<file path="src/rtl/evirq_pkg.sv">
package evirq_pkg;

    localparam int unsigned NUM_LVL = 8;
    localparam int unsigned LVL_W   = $clog2(NUM_LVL);

    // Level numbers; priority falls with the index
    localparam int unsigned LVL_DAC = 0;
    localparam int unsigned LVL_T1  = 1;
    localparam int unsigned LVL_T2  = 2;
    localparam int unsigned LVL_D2R = 3;
    localparam int unsigned LVL_D3F = 4;
    localparam int unsigned LVL_PFF = 5;
    localparam int unsigned LVL_D4R = 6;
    localparam int unsigned LVL_D5F = 7;

    // Positions in the synchronized pin vector
    localparam int unsigned PIN_D2  = 0;
    localparam int unsigned PIN_D3  = 1;
    localparam int unsigned PIN_D4  = 2;
    localparam int unsigned PIN_D5  = 3;
    localparam int unsigned PIN_CMP = 4;
    localparam int unsigned PIN_PF0 = 5;

    typedef enum logic [1:0] {
        SYNC_WARM_A,
        SYNC_WARM_B,
        SYNC_WARM_C,
        SYNC_ARMED
    } sync_state_e;

endpackage

</file>
<file path="src/rtl/evirq_edge_sync.sv">
module evirq_edge_sync
    import evirq_pkg::*;
#(
    parameter int unsigned W = 13
) (
    input  logic         clk,
    input  logic         rst_n,
    input  logic [W-1:0] pin_i,
    output logic [W-1:0] rise_o,
    output logic [W-1:0] fall_o,
    output logic         armed_o
);

    sync_state_e state_q;
    sync_state_e state_d;

    logic [W-1:0] meta_q;
    logic [W-1:0] stab_q;
    logic [W-1:0] prev_q;

    // State register
    always_ff @(posedge clk or negedge rst_n) begin
        if (!rst_n) begin
            state_q <= SYNC_WARM_A;
        end else begin
            state_q <= state_d;
        end
    end

    // Next state
    always_comb begin
        state_d = state_q;
        unique case (state_q)
            SYNC_WARM_A: state_d = SYNC_WARM_B;
            SYNC_WARM_B: state_d = SYNC_WARM_C;
            SYNC_WARM_C: state_d = SYNC_ARMED;
            SYNC_ARMED:  state_d = SYNC_ARMED;
        endcase
    end

    // Outputs of the state machine
    always_comb begin
        armed_o = 1'b0;
        unique case (state_q)
            SYNC_WARM_A,
            SYNC_WARM_B,
            SYNC_WARM_C: armed_o = 1'b0;
            SYNC_ARMED:  armed_o = 1'b1;
        endcase
    end

    // Per-pin synchronizer and edge detector
    for (genvar p = 0; p < W; p++) begin : g_pin
        always_ff @(posedge clk or negedge rst_n) begin
            if (!rst_n) begin
                meta_q[p] <= 1'b0;
                stab_q[p] <= 1'b0;
                prev_q[p] <= 1'b0;
            end else begin
                meta_q[p] <= pin_i[p];
                stab_q[p] <= meta_q[p];
                prev_q[p] <= stab_q[p];
            end
        end

        assign rise_o[p] = armed_o &  stab_q[p] & ~prev_q[p];
        assign fall_o[p] = armed_o & ~stab_q[p] &  prev_q[p];
    end

endmodule

</file>
<file path="src/rtl/evirq_flag_reg.sv">
module evirq_flag_reg
    import evirq_pkg::*;
#(
    parameter int unsigned N  = NUM_LVL,
    parameter int unsigned IW = LVL_W
) (
    input  logic          clk,
    input  logic          wr_en,
    input  logic [N-1:0]  wr_data,
    input  logic          clr_en,
    input  logic [IW-1:0] clr_idx,
    input  logic [N-1:0]  set_vec,
    output logic [N-1:0]  flag_o
);

    logic [N-1:0] flag_q;
    logic [N-1:0] flag_d;

    for (genvar b = 0; b < N; b++) begin : g_bit
        logic hit;
        assign hit       = clr_en && (clr_idx == IW'(b));
        assign flag_d[b] = set_vec[b] | (wr_en ? wr_data[b] : (flag_q[b] & ~hit));
    end

    // No reset: contents are kept across a controller reset
    always_ff @(posedge clk) begin
        flag_q <= flag_d;
    end

    assign flag_o = flag_q;

endmodule

</file>
<file path="src/rtl/evirq_prio_enc.sv">
module evirq_prio_enc
    import evirq_pkg::*;
#(
    parameter int unsigned N  = NUM_LVL,
    parameter int unsigned IW = LVL_W
) (
    input  logic [N-1:0]  req_i,
    output logic          any_o,
    output logic [IW-1:0] idx_o
);

    always_comb begin
        any_o = |req_i;
        idx_o = '0;
        for (int i = N - 1; i >= 0; i--) begin
            if (req_i[i]) begin
                idx_o = IW'(i);
            end
        end
    end

endmodule

</file>
<file path="src/rtl/evirq_ctrl.sv">
module evirq_ctrl
    import evirq_pkg::*;
#(
    parameter int unsigned PF_W      = 8,
    parameter int unsigned ADDR_W    = 8,
    parameter logic [ADDR_W-1:0] MASK_ADDR = ADDR_W'(8'h38),
    parameter logic [ADDR_W-1:0] FLAG_ADDR = ADDR_W'(8'h39)
) (
    input  logic              clk,
    input  logic              rst_n,
    input  logic [ADDR_W-1:0] io_addr,
    input  logic              io_wr,
    input  logic [7:0]        io_wdata,
    output logic [7:0]        io_rdata,
    input  logic              dac_uf,
    input  logic              t1_uf,
    input  logic              t2_uf,
    input  logic [3:0]        pd_pin,
    input  logic [PF_W-1:0]   pf_pin,
    input  logic              cmp_in,
    input  logic              cmp_en,
    input  logic              irq_ack,
    output logic              irq,
    output logic [LVL_W-1:0]  irq_level
);

    localparam int unsigned SYNC_W = PIN_PF0 + PF_W;

    logic [SYNC_W-1:0]  pin_vec;
    logic [SYNC_W-1:0]  rise_v;
    logic [SYNC_W-1:0]  fall_v;
    logic               armed;
    logic [NUM_LVL-1:0] event_v;
    logic [NUM_LVL-1:0] flag_q;
    logic [NUM_LVL-1:0] mask_q;
    logic [NUM_LVL-1:0] pend_v;
    logic               flag_wr;
    logic               mask_wr;

    assign pin_vec = {pf_pin, cmp_in, pd_pin};

    evirq_edge_sync #(.W(SYNC_W)) u_sync (
        .clk    (clk),
        .rst_n  (rst_n),
        .pin_i  (pin_vec),
        .rise_o (rise_v),
        .fall_o (fall_v),
        .armed_o(armed)
    );

    // Source routing, one level per flag bit
    always_comb begin
        event_v          = '0;
        event_v[LVL_DAC] = dac_uf;
        event_v[LVL_T1]  = t1_uf;
        event_v[LVL_T2]  = t2_uf;
        event_v[LVL_D2R] = rise_v[PIN_D2];
        event_v[LVL_D3F] = fall_v[PIN_D3];
        event_v[LVL_PFF] = |fall_v[SYNC_W-1:PIN_PF0];
        event_v[LVL_D4R] = cmp_en ? rise_v[PIN_CMP] : rise_v[PIN_D4];
        event_v[LVL_D5F] = cmp_en ? fall_v[PIN_CMP] : fall_v[PIN_D5];
    end

    assign flag_wr = io_wr && (io_addr == FLAG_ADDR);
    assign mask_wr = io_wr && (io_addr == MASK_ADDR);

    evirq_flag_reg #(.N(NUM_LVL), .IW(LVL_W)) u_flags (
        .clk    (clk),
        .wr_en  (flag_wr),
        .wr_data(io_wdata),
        .clr_en (irq_ack && irq),
        .clr_idx(irq_level),
        .set_vec(event_v),
        .flag_o (flag_q)
    );

    always_ff @(posedge clk or negedge rst_n) begin
        if (!rst_n) begin
            mask_q <= '0;
        end else if (mask_wr) begin
            mask_q <= io_wdata;
        end
    end

    assign pend_v = flag_q & mask_q;

    evirq_prio_enc #(.N(NUM_LVL), .IW(LVL_W)) u_prio (
        .req_i(pend_v),
        .any_o(irq),
        .idx_o(irq_level)
    );

    always_comb begin
        if (io_addr == MASK_ADDR) begin
            io_rdata = mask_q;
        end else if (io_addr == FLAG_ADDR) begin
            io_rdata = flag_q;
        end else begin
            io_rdata = '0;
        end
    end

endmodule

</file>
<file path="config.mk">
export PLATFORM = sky130hd
export DESIGN_NAME = evirq_ctrl
export DESIGN_NICKNAME = d
export VERILOG_FILES = /design/src/rtl/evirq_pkg.sv /design/src/rtl/evirq_edge_sync.sv /design/src/rtl/evirq_flag_reg.sv /design/src/rtl/evirq_prio_enc.sv /design/src/rtl/evirq_ctrl.sv
export SDC_FILE = /design/constraint.sdc
export NUM_CORES = 1
export LEC_CHECK = 0
export ABC_AREA = 1
export BUFFER_PORTS_ARGS = -buffer_cell sky130_fd_sc_hd__buf_2
export CORE_AREA = 3 3 136 72
export CTS_CLUSTER_SIZE = 20
export DETAILED_ROUTE_END_ITERATION = 12
export DIE_AREA = 0 0 139 75
export PLACE_DENSITY = 0.41
export SETUP_SLACK_MARGIN = 0.1
export SLEW_MARGIN = 5
export SYNTH_ARGS = -nofsm -noshare
export SYNTH_HDL_FRONTEND = slang
export SYNTH_SLANG_ARGS = --single-unit
</file>
<file path="constraint.sdc">
create_clock -name clk -period 1.3 [get_ports clk]
set_input_delay 0.195 -clock clk [delete_from_list [all_inputs] [get_ports clk]]
set_output_delay 0.195 -clock clk [all_outputs]
set_load 0.005 [all_outputs]
</file>
## After elaboration in Yosys (flattened, before gate mapping)

Index checks and enable logic that the tools add are counted.

- Register bits after elaboration: 57
- Input bits: 37
- Output and inout port bits: 12
- Word-level logic and storage cells: 160

- Equality and inequality tests: 12
- Multiplexer cells: 22
- Bitwise gates (word level): 67
- Reduce and logical (&&, ||, !) cells: 17

Operators by type and width:

| cell | count |
|---|---|
| $and 1x1->1 | 36 |
| $mux 3 | 8 |
| $not 1->1 | 22 |
| $eq 8x6->1 const B | 2 |
| $mux 8 | 2 |
| $reduce_or 8->1 | 2 |
| $eq 3x3->1 const B | 4 |
| $logic_and 1x1->1 | 11 |
| $mux 1 | 10 |
| $and 8x8->8 | 1 |
| $or 1x1->1 | 8 |
| $eq 3x2->1 const B | 2 |
| $pmux 2 s3 | 1 |
| $eq 2x2->1 const B | 2 |
| $eq 3x1->1 const B | 1 |
| $logic_not 3->1 | 1 |
| $reduce_or 3->1 | 1 |
| $eq 2x1->1 const B | 1 |
| $logic_not 2->1 | 1 |
| $pmux 1 s2 | 1 |
| $reduce_or 2->1 | 1 |

## Depth between registers and ports, before layout

- Word-level depth: 15
- Mapped depth: 12
- Mapped depth without buffers: 12

## By module

Synthesis repeated with hierarchy kept, for this count alone.

- Cells, all modules: 319
- Area total of the unflattened synthesis: 2583.7 sq um

By module, submodules not included:

| module | instances | cells each | area each (sq um) | sequential area each (sq um) |
|---|---|---|---|---|
| evirq_edge_sync | 1 | 126 | 1372.6 | 1026.0 |
| evirq_ctrl | 1 | 103 | 665.6 | 200.2 |
| evirq_flag_reg | 1 | 68 | 446.7 | 160.2 |
| evirq_prio_enc | 1 | 22 | 98.8 | 0.0 |

## Least setup slack after synthesis

No wires, ideal clock.

- Path kind: reg-to-reg
- From: register mask_q[7]
- To: register u_flags.flag_q[0], in the netlist u_flags.flag_o[0]
- Setup time: 115 ps
- Data arrival time: 1112 ps
- Required time: 1185 ps
- Path slack: 74 ps
- Cell stages (with the launch flop): 13
- Path buffers: 0
- Period minus slack after synthesis: 1226 ps
- Cell sequence: dfrtp_1 -> nand2_2 -> clkinv_1 -> nand2_1 -> nand2_1 -> nand2_1 -> nand2_1 -> nand2_1 -> nand2_1 -> nand2_1 -> nand3_1 -> nand2_1 -> nand2_1

- Word-level cells in the longest chain between the ends: 15
- Elaborated cells on any way between the ends: 17
- Those cells by class: mux (9); bitwise (4); reduce/logical (4)

RTL lines:

| element | RTL line | source |
|---|---|---|
| from (decl) | evirq_ctrl.sv:35 | `logic [NUM_LVL-1:0] mask_q;` |
| from (signal assigned) | evirq_ctrl.sv:81 | `mask_q <= io_wdata;` |
| $and 8x8->8 (*) | evirq_ctrl.sv:85 | `assign pend_v = flag_q & mask_q;` |
| $mux 3 (8 in series) | evirq_prio_enc.sv:16 | `if (req_i[i]) begin` |
| $logic_not 3->1 | evirq_flag_reg.sv:21 | `assign hit = clr_en && (clr_idx == IW'(b));` |
| $logic_and 1x1->1 (*) | evirq_flag_reg.sv:21 |  |
| $not 1->1 (*) | evirq_flag_reg.sv:22 | `assign flag_d[b] = set_vec[b] \| (wr_en ? wr_data[b] : (flag_q[b] & ~hit));` |
| $and 1x1->1 (*) | evirq_flag_reg.sv:22 |  |
| $mux 1 (*) | evirq_flag_reg.sv:22 |  |
| $or 1x1->1 (*) | evirq_flag_reg.sv:22 |  |
| via u_flags.flag_d[0] | evirq_flag_reg.sv:17 | `logic [N-1:0] flag_d;` |
| to (signal assigned) | evirq_flag_reg.sv:27 | `flag_q <= flag_d;` |
| to (decl) | evirq_flag_reg.sv:16 | `logic [N-1:0] flag_q;` |

The timed path passes the listed nets; every way through them passes the cells marked *.
A chain may end at the register's enable or synchronous reset.

## Worst setup path in the final report

- From: register mask_q[7]
- To: output irq_level[0]

- Word-level cells in the longest chain between the ends: 9

RTL lines:

| element | RTL line | source |
|---|---|---|
| $and 8x8->8 | evirq_ctrl.sv:85 |  |
| $mux 3 (8 in series) | evirq_prio_enc.sv:16 |  |
| to (decl) | evirq_ctrl.sv:24 | `output logic [LVL_W-1:0] irq_level` |

Every way passes these cells.

==> impl_metrics.env <==
export IMPL_netlist_area_um2=2150
export IMPL_coreArea_um2=8650
export IMPL_layout_area_overhead_vs_synth_pct=64.7
export IMPL_overflow=0
export IMPL_antennaDiodeCount=0
export IMPL_drc_errors=0
export IMPL_antenna_left=0
export IMPL_stdcell_area_um2=3530
export IMPL_first_pass_iters=4
export IMPL_cts_buffer_depth=2
export IMPL_place_congestion=0.748
export IMPL_hold_class="in -> reg"
export IMPL_clock_root_buffer="clkbuf_16"
export IMPL_p_total_mw=5.17
export IMPL_final_common_cell="dfrtp_1"
export IMPL_crit_fanout=2
export IMPL_critPathCaptureType="output port"
export IMPL_die_x_um=139
export IMPL_syn_area_per_cell_um2=9.98
export IMPL_routed_wl_um=5540
export IMPL_maxCapViolCount=0
export IMPL_synth_cell_types=25
export IMPL_critPathArrivalTime_ps=1400
export IMPL_cp_start_kind="register"
export IMPL_drive_above_1_share_pct=47.5
export IMPL_fin_worst_skew_ps=4.52
export IMPL_grt_pass1_vias=1862
export IMPL_finalCriticalPeriod_ps=1600
export IMPL_critPathKind="reg -> out"
export IMPL_yosysTopAreaCellShare_pct=57.1
export IMPL_clk_pin_slew_ps=50
export IMPL_setup_tns_ps=-2790
export IMPL_slew_viol_final=0
export IMPL_rows=24
export IMPL_cts_tree="built"
export IMPL_yosysTopAreaCell="dfrtp_1"
export IMPL_ys_ff_latch=57
export IMPL_wl_per_cell_um=12.3
export IMPL_fin_crit_sh_pct=123
export IMPL_dpl_instance_area_um2=2740
export IMPL_final_cell_mix="dfrtp_1, buf_2, nand2_1"
export IMPL_violations="negative setup slack"
export IMPL_track_usage_pct=10.9
export IMPL_cts_sinks=57
export IMPL_tightest_slew_ps=356
export IMPL_max_freq_ghz=0.626
export IMPL_required_ps=1110
export IMPL_postLayoutCoreUtil_pct=40.9
export IMPL_ys_seq_area_share_pct=64.6
export IMPL_dpl_cell_count=403
export IMPL_timing_final_setup_violations=19
export IMPL_synthCells=215
export IMPL_synth_net_count=252
export IMPL_yosysWarnings=0
export IMPL_post_place_ws_ps=-166
export IMPL_start_util_pct=24.8
export IMPL_drtIter0Drc=82
export IMPL_power_leakage_nw=1.80
export IMPL_hold_ws_ps=57.9
export IMPL_dp_final_hpwl_um=3700
export IMPL_clk_latency_ps=320
export IMPL_ioPinCount=49
export IMPL_final_setup_worst_slack_ps=-297
export IMPL_final_cells=452
export IMPL_die_h_um=75
export IMPL_rsz0062_at_grt="yes"
export IMPL_max_slew_margin_pct=76.2
export IMPL_power_density_nw_per_um2=1460
export IMPL_io_buffers=48
export IMPL_vias_per_cell=4.06
export IMPL_grt_max_degree=40
export IMPL_run_status="finished with violations"
export IMPL_antenna_found_initial=0
export IMPL_cts_buffers_inserted=9
export IMPL_die_area_um2=10400
export IMPL_vias=1835
export IMPL_layout_nets=367
export IMPL_yosys_top_cells_area="dfrtp_1, nand2_1, dfxtp_1, nand3_1, inv_1"
export IMPL_ir_drop_v=0.000608
export IMPL_htree_levels=3
export IMPL_grt_pass1_wl_um=8700
export IMPL_hold_violations=0
==> synthesized netlist by cell type <==
cell type / number
a21oi_1: 7
a21oi_4: 1
a22o_1: 7
a22oi_1: 1
buf_2: 1
buf_4: 1
clkinv_1: 1
dfrtp_1: 49
dfxtp_1: 8
inv_1: 23
inv_2: 5
inv_4: 1
nand2_1: 58
nand2_2: 5
nand3_1: 23
nand4_1: 3
nor2_1: 7
nor2_2: 2
nor2_8: 1
nor3_1: 3
nor4_1: 1
nor4_2: 1
o21ai_0: 1
o22ai_1: 4
or2_2: 1
==> critical path: stages, from the launching register on <==
cell and delay (ps):
dfrtp_1 390, nand2_2 80, clkinv_2 50, nand2_2 50
nand2_2 40, nand2_1 50, nand2_1 60, nand2_2 80
nand2_2 60, nand2_2 80, inv_2 40, buf_6 100
==> cell families (layout without fill, tap and decap cells) <==
kind of cell           Yosys count  after routing  synth area share [%]
AO/OA/AOI/OAI                   21             21                  7.00
buffers and inverters           32            152                  5.95
flip-flops                      57             57                  64.6
AND/OR/NAND/NOR                105            105                  22.4
==> report_power, final <==
| part | leakage, nW | total [mW] | switching [mW] | internal [mW] |
|---|---|---|---|---|
| clock network | 0.132 | 2.14 | 0.841 | 1.30 |
| registers | 0.643 | 1.95 | 0.0576 | 1.89 |
| logic | 1.02 | 1.08 | 0.518 | 0.557 |
==> sequential cells by signal, indices dropped and copies added (netlist names) <==
register        count
u_sync.prev_q      13
u_sync.stab_q      13
u_flags.flag_o      8
u_sync.meta_q      13
mask_q              8
u_sync.state_q      2
==> worst paths after layout <==
path	start	to	slack, ps	cells past startpoint
setup / recovery	mask_q[7]	irq_level[0]	-300	11
hold / removal	t2_uf	u_flags.flag_o[2]	60	3
setup reg to reg	mask_q[7]	u_flags.flag_o[4]	-220	15
hold reg to reg	u_sync.meta_q[12]	u_sync.stab_q[12]	350	0
max in group asynchronous	rst_n	u_sync.stab_q[5]	500	3
min in group asynchronous	rst_n	mask_q[7]	300	2
==> per-layer routing <==
metal / track usage, % / wire length [um] / up-vias
li1: - / - / 931
met1: 13.0 / 2430 / 852
met2: 17.9 / 2720 / 38
met3: 4.57 / 243 / 14
met4: 4.66 / 145 / 0
met5: 0 / 0 / -
==> what timing repair did <==
action,in CTS,in global routing
pin swaps,22,22
gates cloned,1,0
resized for setup,55,13
endpoints found under the hold margin,23,0
buffers inserted,16,6
setup endpoints to repair,20,20
hold buffers,14,0
==> final cells by class <==
type / count / area [um2]
inverter: 30 / 129
fill: 884 / 5110
multi-input combinational: 126 / 783
timing repair buffer: 105 / 802
sequential: 57 / 1390
timing repair inverter: 1 / 7.51
tap: 117 / 146
clock inverter: 7 / 55.1
clock buffer: 9 / 225
Note: power is estimated with default switching activity, not from simulation.
